File: src/rtl/boot_map_pkg.sv
package boot_map_pkg;

    localparam int ADDR_W  = 32;
    localparam int NUM_CS  = 8;
    localparam int CTRL_W  = 2;
    localparam int REMAP_BIT = 0;
    localparam int WIDE_BIT  = 1;

    localparam logic [31:0] LOW_TOP     = 32'h0010_0000;
    localparam logic [31:0] SRAM_LO     = 32'h0030_0000;
    localparam logic [31:0] EXT_LO      = 32'h0040_0000;
    localparam logic [31:0] EXT_HI      = 32'hFFC0_0000;
    localparam logic [31:0] SMALL_BASE  = 32'h0040_0000;
    localparam logic [31:0] SMALL_SIZE  = 32'h0010_0000;
    localparam logic [31:0] LARGE_BASE  = 32'h0100_0000;
    localparam logic [31:0] LARGE_SIZE  = 32'h0100_0000;

    typedef struct packed {
        logic low;
        logic sram;
        logic periph;
        logic ext;
    } region_t;

    typedef struct packed {
        logic              remap;
        logic              wide;
        logic              armed;
        logic              narrow;
        logic              sel_boot;
        logic              sel_sram;
        logic              sel_periph;
        logic              abort;
        logic [NUM_CS-1:0] cs;
    } dec_state_t;

endpackage

File: src/rtl/brd_region_decode.sv
module brd_region_decode
    import boot_map_pkg::*;
#(
    parameter int AW = ADDR_W
) (
    input  logic [AW-1:0] addr_i,
    output region_t       region_o
);
    always_comb begin
        region_o.low    = (addr_i < AW'(LOW_TOP));
        region_o.sram   = (addr_i >= AW'(SRAM_LO)) && (addr_i < AW'(EXT_LO));
        region_o.ext    = (addr_i >= AW'(EXT_LO)) && (addr_i < AW'(EXT_HI));
        region_o.periph = (addr_i >= AW'(EXT_HI));
    end
endmodule

File: src/rtl/brd_bank_decode.sv
module brd_bank_decode
    import boot_map_pkg::*;
#(
    parameter int AW    = ADDR_W,
    parameter int BANKS = NUM_CS
) (
    input  logic [AW-1:0]    addr_i,
    input  logic             wide_i,
    output logic [BANKS-1:0] hit_o
);
    localparam int WIDE_BANKS = BANKS / 2;

    logic [BANKS-1:0] small_hit;
    logic [BANKS-1:0] large_hit;

    for (genvar i = 0; i < BANKS; i++) begin : g_bank
        localparam logic [AW-1:0] S_LO = AW'(SMALL_BASE + i * SMALL_SIZE);
        localparam logic [AW-1:0] S_HI = AW'(SMALL_BASE + (i + 1) * SMALL_SIZE);
        assign small_hit[i] = (addr_i >= S_LO) && (addr_i < S_HI);
        if (i < WIDE_BANKS) begin : g_large
            localparam logic [AW-1:0] L_LO = AW'(LARGE_BASE + i * LARGE_SIZE);
            localparam logic [AW-1:0] L_HI = AW'(LARGE_BASE + (i + 1) * LARGE_SIZE);
            assign large_hit[i] = (addr_i >= L_LO) && (addr_i < L_HI);
        end else begin : g_none
            assign large_hit[i] = 1'b0;
        end
    end

    assign hit_o = wide_i ? large_hit : small_hit;
endmodule

File: src/rtl/boot_remap_decode.sv
module boot_remap_decode
    import boot_map_pkg::*;
(
    input  logic              clk,
    input  logic              rst_n,
    input  logic              bus_valid_i,
    input  logic [ADDR_W-1:0] bus_addr_i,
    input  logic              cfg_we_i,
    input  logic [CTRL_W-1:0] cfg_wdata_i,
    input  logic              boot_sel_i,
    output logic              sel_boot_o,
    output logic              sel_sram_o,
    output logic              sel_periph_o,
    output logic [NUM_CS-1:0] cs_o,
    output logic              abort_o,
    output logic              remapped_o,
    output logic              boot_narrow_o
);
    localparam logic [NUM_CS-1:0] CS0_ONLY = NUM_CS'(1);

    region_t           region;
    logic [NUM_CS-1:0] bank_hit;
    logic [NUM_CS-1:0] allowed;
    dec_state_t        st_d, st_q;

    brd_region_decode #(.AW(ADDR_W)) u_region (
        .addr_i   (bus_addr_i),
        .region_o (region)
    );

    brd_bank_decode #(.AW(ADDR_W), .BANKS(NUM_CS)) u_bank (
        .addr_i (bus_addr_i),
        .wide_i (st_q.wide),
        .hit_o  (bank_hit)
    );

    assign allowed = st_q.remap ? bank_hit : (bank_hit & CS0_ONLY);

    always_comb begin
        st_d            = st_q;
        st_d.sel_boot   = 1'b0;
        st_d.sel_sram   = 1'b0;
        st_d.sel_periph = 1'b0;
        st_d.abort      = 1'b0;
        st_d.cs         = '0;

        if (!st_q.armed) begin
            st_d.armed  = 1'b1;
            st_d.narrow = boot_sel_i;
        end

        if (bus_valid_i) begin
            if (region.low) begin
                if (st_q.remap) begin
                    st_d.sel_sram = 1'b1;
                end else begin
                    st_d.sel_boot = 1'b1;
                    st_d.cs       = CS0_ONLY;
                end
            end else if (region.sram) begin
                st_d.sel_sram = 1'b1;
            end else if (region.periph) begin
                st_d.sel_periph = 1'b1;
            end else if (region.ext) begin
                if (|allowed) begin
                    st_d.cs = allowed;
                end else begin
                    st_d.abort = 1'b1;
                end
            end
        end

        if (cfg_we_i) begin
            if (cfg_wdata_i[REMAP_BIT]) begin
                st_d.remap = 1'b1;
            end
            st_d.wide = cfg_wdata_i[WIDE_BIT];
        end
    end

    always_ff @(posedge clk or negedge rst_n) begin
        if (!rst_n) begin
            st_q <= '0;
        end else begin
            st_q <= st_d;
        end
    end

    assign sel_boot_o    = st_q.sel_boot;
    assign sel_sram_o    = st_q.sel_sram;
    assign sel_periph_o  = st_q.sel_periph;
    assign cs_o          = st_q.cs;
    assign abort_o       = st_q.abort;
    assign remapped_o    = st_q.remap;
    assign boot_narrow_o = st_q.narrow;
endmodule

File: config.mk
export PLATFORM = sky130hd
export DESIGN_NAME = boot_remap_decode
export DESIGN_NICKNAME = d
export VERILOG_FILES = /design/src/rtl/boot_map_pkg.sv /design/src/rtl/brd_region_decode.sv /design/src/rtl/brd_bank_decode.sv /design/src/rtl/boot_remap_decode.sv
export SDC_FILE = /design/constraint.sdc
export NUM_CORES = 1
export LEC_CHECK = 0
export ABC_AREA = 1
export BUFFER_PORTS_ARGS = -buffer_cell sky130_fd_sc_hd__buf_4
export CAP_MARGIN = 20
export CORE_MARGIN = 10
export CORE_UTILIZATION = 48
export DETAILED_ROUTE_END_ITERATION = 10
export HOLD_SLACK_MARGIN = 0.05
export PLACE_DENSITY = 0.87
export SLEW_MARGIN = 20
export SYNTH_ARGS = -nofsm -noshare
export SYNTH_HDL_FRONTEND = slang
export SYNTH_HIERARCHICAL = 1
export SYNTH_SLANG_ARGS = --single-unit
File: constraint.sdc
create_clock -name clk -period 1.92 [get_ports clk]
set_input_delay 0.384 -clock clk [delete_from_list [all_inputs] [get_ports clk]]
set_output_delay 0.384 -clock clk [all_outputs]
set_load 0.005 [all_outputs]
Word-level counts from Yosys, hierarchy flattened
Cells that the tools add are included.
{ "classes": {"n_lt_le_gt_ge": 29, "n_reduce_logical": 16, "muxes": 17} }
{ "ops": {"columns": ["op", "count"], "rows": [
  ["< comparator 32 x 24 -> 1 bit (second input constant)", 5],
  ["greater-or-equal comparator 32 x 23 -> 1 bit (second input constant)", 4],
  ["greater-or-equal comparator 32 x 24 -> 1 bit (second input constant)", 4],
  ["< comparator 32 x 23 -> 1 bit (second input constant)", 4],
  ["greater-or-equal comparator 32 x 26 -> 1 bit (second input constant)", 2],
  ["< comparator 32 x 26 -> 1 bit (second input constant)", 2],
  ["< comparator 32 x 27 -> 1 bit (second input constant)", 2],
  ["greater-or-equal comparator 32 x 22 -> 1 bit (second input constant)", 1],
  ["greater-or-equal comparator 32 x 25 -> 1 bit (second input constant)", 1],
  ["greater-or-equal comparator 32 x 27 -> 1 bit (second input constant)", 1],
  ["greater-or-equal comparator 32 bit (second input constant)", 1],
  ["< comparator 32 x 21 -> 1 bit (second input constant)", 1],
  ["< comparator 32 bit (second input constant)", 1],
  ["2-to-1 mux 8 bit", 4],
  ["2-to-1 mux 9 bit", 2],
  ["logical AND 1 bit", 14],
  ["2-to-1 mux 12 bit", 1],
  ["2-to-1 mux 10 bit", 1],
  ["2-to-1 mux 1 bit", 8],
  ["OR reduction 8 bit", 1],
  ["2-to-1 mux 2 bit", 1],
  ["AND reduction 2 bit", 1]
]} }
{ "totals": {"inputBits": 39, "reg_bits": 16, "wordCells": 71} }

Logic depth before layout (Yosys ltp)
{ "logic_depth": {"word_depth": 11, "mapped_depth": 12} }

Hierarchy
The synthesis kept the hierarchy.
{ "by_module_without_submodules": {"columns": ["mod", "instances", "cells_each", "area_each_um2", "seq_area_each_um2"], "rows": [
  ["boot_remap_decode", 1, 65, 664.4, 400.4],
  ["brd_bank_decode", 1, 55, 271.5, 0.0],
  ["brd_region_decode", 1, 21, 110.1, 0.0]
]} }

Worst setup path after synthesis
Ideal clock, no wire load.
{ "synth_path": {"path_type": "input to register", "from": "input port bus_addr_i[29]", "to": "register st_q, in the netlist abort_o", "setup_ps": 121, "slack_ps": 585, "stages": 12, "arrival_time_ps": 1213, "required_ps": 1799, "path_cell_list": "nor2_1 > nand2_2 > nor2_4 > inv_2 > nor2_2 > nand2_1 > nor2_2 > nand2_1 > nand2_1 > nor2_1 > nand2_1 > nor2_2"} }
{ "synth_rtl": {"columns": ["item", "line", "source"], "rows": [
  ["from (decl)", "boot_remap_decode.sv:7", "input logic [ADDR_W-1:0] bus_addr_i,"],
  ["to (signal assigned)", "boot_remap_decode.sv:85", "st_q <= st_d;"],
  ["to (decl)", "boot_remap_decode.sv:24", "dec_state_t st_d, st_q;"]
]} }

==> results.py <==
metrics = {
    "finish": {
        "drive_above_1_share": 0.337,
        "stdcell_area_mm2": 0.00129,
        "num_antenna_cells": 0,
        "finalNetCount": 209,
        "areaGrowthSynthToFinish_pct": 23.8,
        "fill_cells": 171,
        "finalNonFillerCells": 196,
    },
    "critical_path": {
        "path_class": "input pin to flip-flop",
        "cp_slowest_cell": "nor2_4",
        "max_stage_delay_ns": 0.16,
        "cp_cell_sequence": "buf_4 > nor2_1 > nand2_2 > nor2_4 > inv_2 > nor2_1 > nor2_2 > nand2_1 > nand2_1 > nor2_1 > nand2_1 > nor2_2",
        "startpoint_type": "input pin",
        "crit_fanout": 4,
        "endpoint_kind": "flip-flop",
        "cp.arrival_ns": 1.58,
        "critPathRequiredTime_ns": 2.13,
    },
    "clock_tree": {
        "h-tree-depth": 1,
        "path_clk_slew_ns": 0.08,
        "root_buffer": "clkbuf_4",
        "clock-sinks": 16,
        "cts_buffers": 3,
        "cts_tree": "yes",
        "clk_latency_ns": 0.28,
        "post-cts-setup-buffer-count": 0,
        "clock_path_buffers": 2,
    },
    "synth": {
        "yosys.area.top_type_share": 0.383,
        "synthTopCellsByArea": "dfrtp_1, nand2_1, nor2_1",
        "synth_cell_types": 25,
        "syn_avg_cell_area_um2": 7.42,
        "post-synth-top-count-cell": "nand2_1",
        "ys_ff_latch": 16,
        "syn-instance-count": 141,
        "synth-edff-count": 0,
        "yosys_warnings": 6,
        "async_flop_share": 1.00,
        "synth_nets": 180,
        "synth_top_area_cell": "dfrtp_1",
        "ys_seq_area_frac": 0.383,
        "synth_area_mm2": 0.00105,
        "ys.flop_type": "dfrtp_1",
        "synth_commonest_cells": "nand2_1, nor2_1, dfrtp_1, inv_1, buf_4",
    },
    "global_route": {
        "grt_max_degree": 17,
        "track_usage": 0.110,
        "grt_pass1_wl_um": 4020,
        "grt_pass1_vias": 947,
        "antenna_found_initial": 0,
        "overflow": 0,
    },
    "routing": {
        "first_pass_iters": 4,
        "vias": 993,
        "initialDrtViolationCount": 29,
        "avgRoutedWirePerCell_um": 12.0,
        "drc": 0,
        "viasPerCell": 5.07,
        "routed_wl_um": 2350,
        "ant_nets": 0,
    },
    "sta": {
        "timing.hold.ws_ns": 0.314,
        "setup_viol": 0,
        "setup_tns_ns": 0,
        "slew_violations": 0,
        "max_freq_mhz": 734,
        "post-route-min-period_ns": 1.36,
        "hold_viol_final": 0,
        "skew_ns": 0.00100,
        "rsz0062_at_grt": "no",
        "post-route-period-util": 0.710,
    },
    "floorplanning": {
        "start_util": 0.517,
        "die_w_um": 66.7,
        "boundaryPins": 53,
        "die_area_mm2": 0.00445,
        "std_cell_rows": 16,
        "core_area_mm2": 0.00202,
        "die_h_um": 66.7,
    },
    "power_and_ir_drop": {
        "cellPowerDensity_mw_per_mm2": 516,
        "peakVddDrop_mv": 0.264,
        "cellLeakagePower_uw": 0.000644,
    },
    "place": {
        "io_buffers": 32,
        "place_area_mm2": 0.00125,
        "dp_hpwl_um": 1990,
        "dp_cells": 191,
        "gp_congestion": 0.839,
    },
    "outcome": {
        "status": "complete, no violations",
    },
    "run": {
        "max_cap_viol_count": 0,
    },
    "worst_hold_path": {
        "hp-class": "input pin to flip-flop",
    },
}
==> where the power goes <==
part | switching, uW | total (uW) | internal, uW
logic | 61.9 | 111 | 48.8
clock network | 93.8 | 209 | 115
registers | 5.26 | 349 | 343
==> timing repair <==
action | 4_1_cts | 5_1_grt
endpoints found under the hold margin | 16 | 0
resized for setup | 0 | 0
hold buffers | 1 | 0
==> area by class of cell <==
cell class	count	area (um^2)	area share
Clock buffer	4	36.3	0.0280
Inverter	13	48.8	0.0377
Multi-Input combinational cell	103	526	0.406
Sequential cell	16	400	0.309
Tap cell	27	33.8	0.0261
Timing Repair Buffer	33	250	0.193
==> flip-flops by register name, indices dropped and copies added (netlist names) <==
name / flops
st_q: 2
sel_boot_o: 1
abort_o: 1
remapped_o: 1
sel_periph_o: 1
boot_narrow_o: 1
sel_sram_o: 1
cs_o: 8
==> worst paths after layout <==
path                                 from            end  slack, ns  cells past startpoint
setup / recovery           bus_addr_i[29]        abort_o       0.56                     12
hold / removal             cfg_wdata_i[0]     remapped_o       0.31                      2
setup reg to reg                 st_q[14]        abort_o       0.63                      8
hold reg to reg                  st_q[13]  boot_narrow_o       0.52                      1
max in group asynchronous           rst_n       st_q[14]       1.27                      2
min in group asynchronous           rst_n       st_q[13]       0.48                      2
==> cells by family (layout without fill, tap and decap cells) <==
| kind of cell | after synthesis | after routing | synth area share |
|---|---|---|---|
| compound gates | 10 | 10 | 0.0538 |
| buf+inv | 22 | 50 | 0.115 |
| flops | 16 | 16 | 0.383 |
| mux | 2 | 2 | 0.0215 |
| other cells | 1 | 1 | 0.00359 |
| simple gates | 90 | 90 | 0.423 |
==> cell usage in the layout, fill, tap and decap left out, types with 2 or more instances in the layout <==
master / count
a21oi_1: 5
buf_4: 32
nor3_2: 3
mux2_2: 2
nor2_1: 29
nand3_1: 5
clkbuf_4: 3
nor2_2: 7
nand2_1: 31
nand4_1: 5
nand2_2: 2
o21ai_0: 2
nor2_4: 3
inv_1: 12
dfrtp_1: 16
==> per-stage QoR <==
step                utilization  power [uW]  setup slack, ns
finish                    0.640         668            0.557
floorplan                     -         399            0.585
global placement          0.618         458            0.376
global route              0.640         715            0.386
detailed placement        0.618         464            0.298
CTS                       0.640         676            0.572
==> metal layers <==
layer  vias up  part of all wire  global-route usage
met2        42              0.49               0.197
met3         4             0.097              0.0234
met5         -                 0                   0
met1       450              0.39               0.115
met4         0             0.017              0.0654
li1        497                 -                   -
==> worst max-delay path, delay by kind of cell <==
kind	cells	cell delay, ns
and+or+nand+nor	10	1.00
buffers and inverters	2	0.18
No activity file was read; power rests on OpenSTA's default activity.
